## config.mk

```make
export PLATFORM = sky130hd
export DESIGN_NAME = txt_split_addr
export DESIGN_NICKNAME = d
export VERILOG_FILES = /design/src/rtl/txt_split_pkg.sv /design/src/rtl/txt_refresh_addr.sv /design/src/rtl/txt_font_addr.sv /design/src/rtl/txt_fetch_regs.sv /design/src/rtl/txt_split_addr.sv
export SDC_FILE = /design/constraint.sdc
export NUM_CORES = 1
export LEC_CHECK = 0
export BUFFER_PORTS_ARGS = -buffer_cell sky130_fd_sc_hd__clkbuf_2
export CORE_MARGIN = 4
export CORE_UTILIZATION = 39
export DETAILED_ROUTE_END_ITERATION = 8
export PLACE_DENSITY = 0.85
export SKIP_CTS_REPAIR_TIMING = 1
export SYNTH_ARGS = -nofsm -noshare
export SYNTH_HDL_FRONTEND = slang
export SYNTH_SLANG_ARGS = --single-unit
```

## constraint.sdc

```tcl
create_clock -name clk -period 1.78 [get_ports clk]
set_input_delay 0.089 -clock clk [delete_from_list [all_inputs] [get_ports clk]]
set_output_delay 0.089 -clock clk [all_outputs]
set_load 0.01 [all_outputs]
```

## src/rtl/txt_split_pkg.sv

```systemverilog
package txt_split_pkg;

    localparam int BYTE_W = 8;

    typedef struct packed {
        logic [BYTE_W-1:0] code;
        logic [BYTE_W-1:0] attr;
        logic [BYTE_W-1:0] glyph;
    } fetch_t;

    typedef enum logic [1:0] {
        CAP_HOLD  = 2'd0,
        CAP_LOAD  = 2'd1,
        CAP_PRIME = 2'd2
    } cap_op_e;

    function automatic cap_op_e cap_decode(input logic tick, input logic first);
        if (!tick)
            return CAP_HOLD;
        else if (first)
            return CAP_PRIME;
        else
            return CAP_LOAD;
    endfunction

endpackage

```

## src/rtl/txt_refresh_addr.sv

```systemverilog
module txt_refresh_addr #(
    parameter int ADDR_W = 16,
    parameter int HI_W   = 2
) (
    input  logic [ADDR_W-1:0] refresh_addr,
    input  logic              mem_64k,
    output logic [ADDR_W-1:0] addr_a
);
    localparam int LO_W = ADDR_W - HI_W;

    logic [HI_W-1:0] hi_bits;

    always_comb begin
        hi_bits = mem_64k ? '0 : refresh_addr[ADDR_W-1:LO_W];
        addr_a  = {hi_bits, refresh_addr[LO_W-1:0]};
    end
endmodule

```

## src/rtl/txt_font_addr.sv

```systemverilog
module txt_font_addr #(
    parameter int ADDR_W = 16,
    parameter int MAP_W  = 2,
    parameter int CODE_W = 8,
    parameter int SCAN_W = 5
) (
    input  logic [MAP_W-1:0]  map_sel,
    input  logic [CODE_W-1:0] prev_code,
    input  logic [SCAN_W-1:0] scan_line,
    output logic [ADDR_W-1:0] addr_b
);
    localparam int PAD_W = ADDR_W - MAP_W - CODE_W - SCAN_W;

    generate
        if (PAD_W > 0) begin : g_pad
            logic [PAD_W-1:0] pad;
            assign pad    = '0;
            assign addr_b = {map_sel, pad, prev_code, scan_line};
        end else begin : g_nopad
            assign addr_b = {map_sel, prev_code, scan_line};
        end
    endgenerate
endmodule

```

## src/rtl/txt_fetch_regs.sv

```systemverilog
module txt_fetch_regs
    import txt_split_pkg::*;
(
    input  logic              clk,
    input  logic              rst,
    input  logic              chr_tick,
    input  logic              line_first,
    input  logic [BYTE_W-1:0] pl0_data,
    input  logic [BYTE_W-1:0] pl1_data,
    input  logic [BYTE_W-1:0] pl2_data,
    output fetch_t            cap_q
);
    cap_op_e op;
    fetch_t  cap_d;

    always_comb begin
        op    = cap_decode(chr_tick, line_first);
        cap_d = cap_q;
        unique case (op)
            CAP_LOAD: begin
                cap_d.code  = pl0_data;
                cap_d.attr  = pl1_data;
                cap_d.glyph = pl2_data;
            end
            CAP_PRIME: begin
                cap_d.code  = pl0_data;
                cap_d.attr  = pl1_data;
                cap_d.glyph = '0;
            end
            default: cap_d = cap_q;
        endcase
    end

    always_ff @(posedge clk) begin
        if (rst)
            cap_q <= '0;
        else
            cap_q <= cap_d;
    end
endmodule

```

## src/rtl/txt_split_addr.sv

```systemverilog
module txt_split_addr
    import txt_split_pkg::*;
#(
    parameter int ADDR_W = 16,
    parameter int MAP_W  = 2,
    parameter int SCAN_W = 5
) (
    input  logic              clk,
    input  logic              rst,
    input  logic              chr_tick,
    input  logic              line_first,
    input  logic              mem_64k,
    input  logic [ADDR_W-1:0] refresh_addr,
    input  logic [SCAN_W-1:0] scan_line,
    input  logic [MAP_W-1:0]  map_sel,
    input  logic [BYTE_W-1:0] pl0_data,
    input  logic [BYTE_W-1:0] pl1_data,
    input  logic [BYTE_W-1:0] pl2_data,
    output logic [ADDR_W-1:0] addr_a,
    output logic [ADDR_W-1:0] addr_b,
    output logic [BYTE_W-1:0] code_q,
    output logic [BYTE_W-1:0] attr_q,
    output logic [BYTE_W-1:0] glyph_q
);
    fetch_t cap_q;

    txt_refresh_addr #(.ADDR_W(ADDR_W), .HI_W(MAP_W)) u_bus_a (
        .refresh_addr (refresh_addr),
        .mem_64k      (mem_64k),
        .addr_a       (addr_a)
    );

    txt_font_addr #(.ADDR_W(ADDR_W), .MAP_W(MAP_W), .CODE_W(BYTE_W), .SCAN_W(SCAN_W)) u_bus_b (
        .map_sel   (map_sel),
        .prev_code (cap_q.code),
        .scan_line (scan_line),
        .addr_b    (addr_b)
    );

    txt_fetch_regs u_regs (
        .clk        (clk),
        .rst        (rst),
        .chr_tick   (chr_tick),
        .line_first (line_first),
        .pl0_data   (pl0_data),
        .pl1_data   (pl1_data),
        .pl2_data   (pl2_data),
        .cap_q      (cap_q)
    );

    assign code_q  = cap_q.code;
    assign attr_q  = cap_q.attr;
    assign glyph_q = cap_q.glyph;
endmodule

```

==> run metrics <==
status completed; Longest Clk Path Bufs 2; Layout Area Growth over Synthesis 9.38%; max reg flops 24; IO buf count 64; HPWL after detailed placement around 1700 µm; Worst-path clk slew 0.12 ns; Synth Instances 121; Yosys cell types 16; Clock Skew 0 ns; CP Data Arrival Time ~0.8 ns; Worst Path Buf+Inv 1; Tot GR Track Use 0.114; Hold Path Class primary input to flop; Top reg by flops u_regs.cap_q; worst-margin pin slew about 0.77 ns; RSZ-0062 raised after global routing false; Setup violations, final 0; Peak VDD IR ~340 µV; GRT overflow 0; DR pass1 iterations 4; Seq/Total Area, Yosys 0.419; first-pass GRT wire length roughly 3700 µm; worst hold slack approximately 0.010 ns; CTS tree built; chip width slightly above 60 µm; Syn Nets around 170; Final #Nets around 210; path type of the worst setup path flop to primary output; Placer Congestion just over 0.6; kind of end point of the critical path primary output; post-layout min period 0.912 ns; Avg Cell Area, Syn approximately 9.5 µm²; routed len/inst between 10 and 15 µm; Worst Path Max Fanout 3; DR vias/cell around 4.7; number of global-route vias before repair just over 800; layout cell share with drive strength beyond 1 0.441; Yosys reg bits 24; drt first-iter violations 18; fill count about 270; required time of the critical path 1.69 ns; Max stage delay on crit path roughly 0.38 ns; post-route ant nets 0; initial core utilization 0.413; Max Fclk 1.10 GHz; Max Used Layer met4; worst path cell trace clkbuf_2; maxcap violations 0; Clk Latency, worst-skew pair approximately 0.30 ns; reg-to-reg slack, setup about 1.1 ns; Row Count 19; Mapped Area 1150 µm²; n_diodes 0; Rel. slew slack 0.490; Core Area ~2800 µm²; Remaining DRCs 0; Cell Pwr Density slightly below 800 nW/µm²; multi-input combinational cell area approximately 370 µm²; Final Hold Viols 0; Startpoint Class flop; largest net degree at the start of global routing 33; H-tree depth 1; drt total wl roughly 2200 µm; Reg area just under 500 µm²; Clock Sinks 24; Leak Pwr about 0.00066 µW; Die Span Y about 62 µm; Inserted Clock Buffers 3; die area around 3900 µm²; biggest regs u_regs.cap_q: 24 flops; Fin Setup TNS 0 ns; Max Transition Viols Final 0; initial antenna violation count 0; vias 853; WL met1 around 950 µm; Ports 108; Yosys warnings 0; largest delay contributor family on the critical path flip-flops; Tcrit/Tclk final 0.512; met3 WL 218 µm; Slowest cell on crit path dfxtp_1; root buffer cell clkbuf_4; met2 wire len 998 µm
path summary, 6_finish.rpt:
path	startpoint	endpoint	depth (start not counted)
setup / recovery	u_regs.cap_q[20]$_SDFFE_PP0P_	code_q[4]	1
hold / removal	pl2_data[1]	u_regs.cap_q[1]$_SDFFE_PP0P_	3
setup reg to reg	u_regs.cap_q[1]$_SDFFE_PP0P_	u_regs.cap_q[1]$_SDFFE_PP0P_	2
hold reg to reg	u_regs.cap_q[7]$_SDFFE_PP0P_	u_regs.cap_q[7]$_SDFFE_PP0P_	2
final cells by class:
cell class                 count  share of cell area
sequential                    24               0.383
multi-input combinational     56               0.293
timing repair buffer          65               0.263
tap                           31              0.0309
clock buffer                   3              0.0179
inverter                       4              0.0120
report_power, final:
part / switching, µW / total [µW] / internal, µW
registers: 16.5 / 582 / 566
clock network: 150 / 229 / 78.9
logic: 83.9 / 166 / 82.0
cells by family after synthesis:
kind of cell / count (synthesis) / share of synthesized area
muxes: 16 / 0.140
DFF: 24 / 0.419
and+or+nand+nor: 31 / 0.130
buffers and inverters: 41 / 0.261
AOI/OAI and AO/OA: 8 / 0.0480
other: 1 / 0.00327
metal layers:
metal,GRT usage,vias to the layer above
li1,-,425
met1,0.140,363
met2,0.183,63
met3,0.0486,2
met4,0.0298,0
met5,0,-
cell usage after synthesis, drive strengths merged:
cell | instances | area [µm²]
clkbuf | 1 | 3.75
a21oi | 4 | 20.0
or2 | 1 | 6.26
dfxtp | 24 | 480
mux2i | 16 | 160
buf | 36 | 280
nand2 | 4 | 15.0
nand2b | 4 | 25.0
inv | 4 | 15.0
conb | 1 | 3.75
o32ai | 4 | 35.0
nor2 | 16 | 60.1
nand3b | 4 | 30.0
nor2b | 2 | 12.5
cell usage in the layout, fill, tap and decap left out:
cell type and count:
a21oi_1 4, clkbuf_2 64, clkbuf_4 3, conb_1 1, dfxtp_1 24, dlygate4sd3_1 1
inv_1 4, mux2i_1 16, nand2_1 4, nand2b_1 4, nand3b_1 4, nor2_1 16
nor2b_1 2, o32ai_1 4, or2_1 1
metrics by stage:
step                total power [µW]  cells   util  setup slack, ns  area [µm²]
floorplan                        752    121      -             1.06        1150
global placement                 757    179  0.439            0.652        1220
detailed placement               761    179  0.439            0.586        1220
CTS                              993    182  0.448            0.847        1240
global route                    1040    183  0.451            0.786        1250
finish                           977    183  0.451            0.868        1250
(Power assumes the default switching activity.)
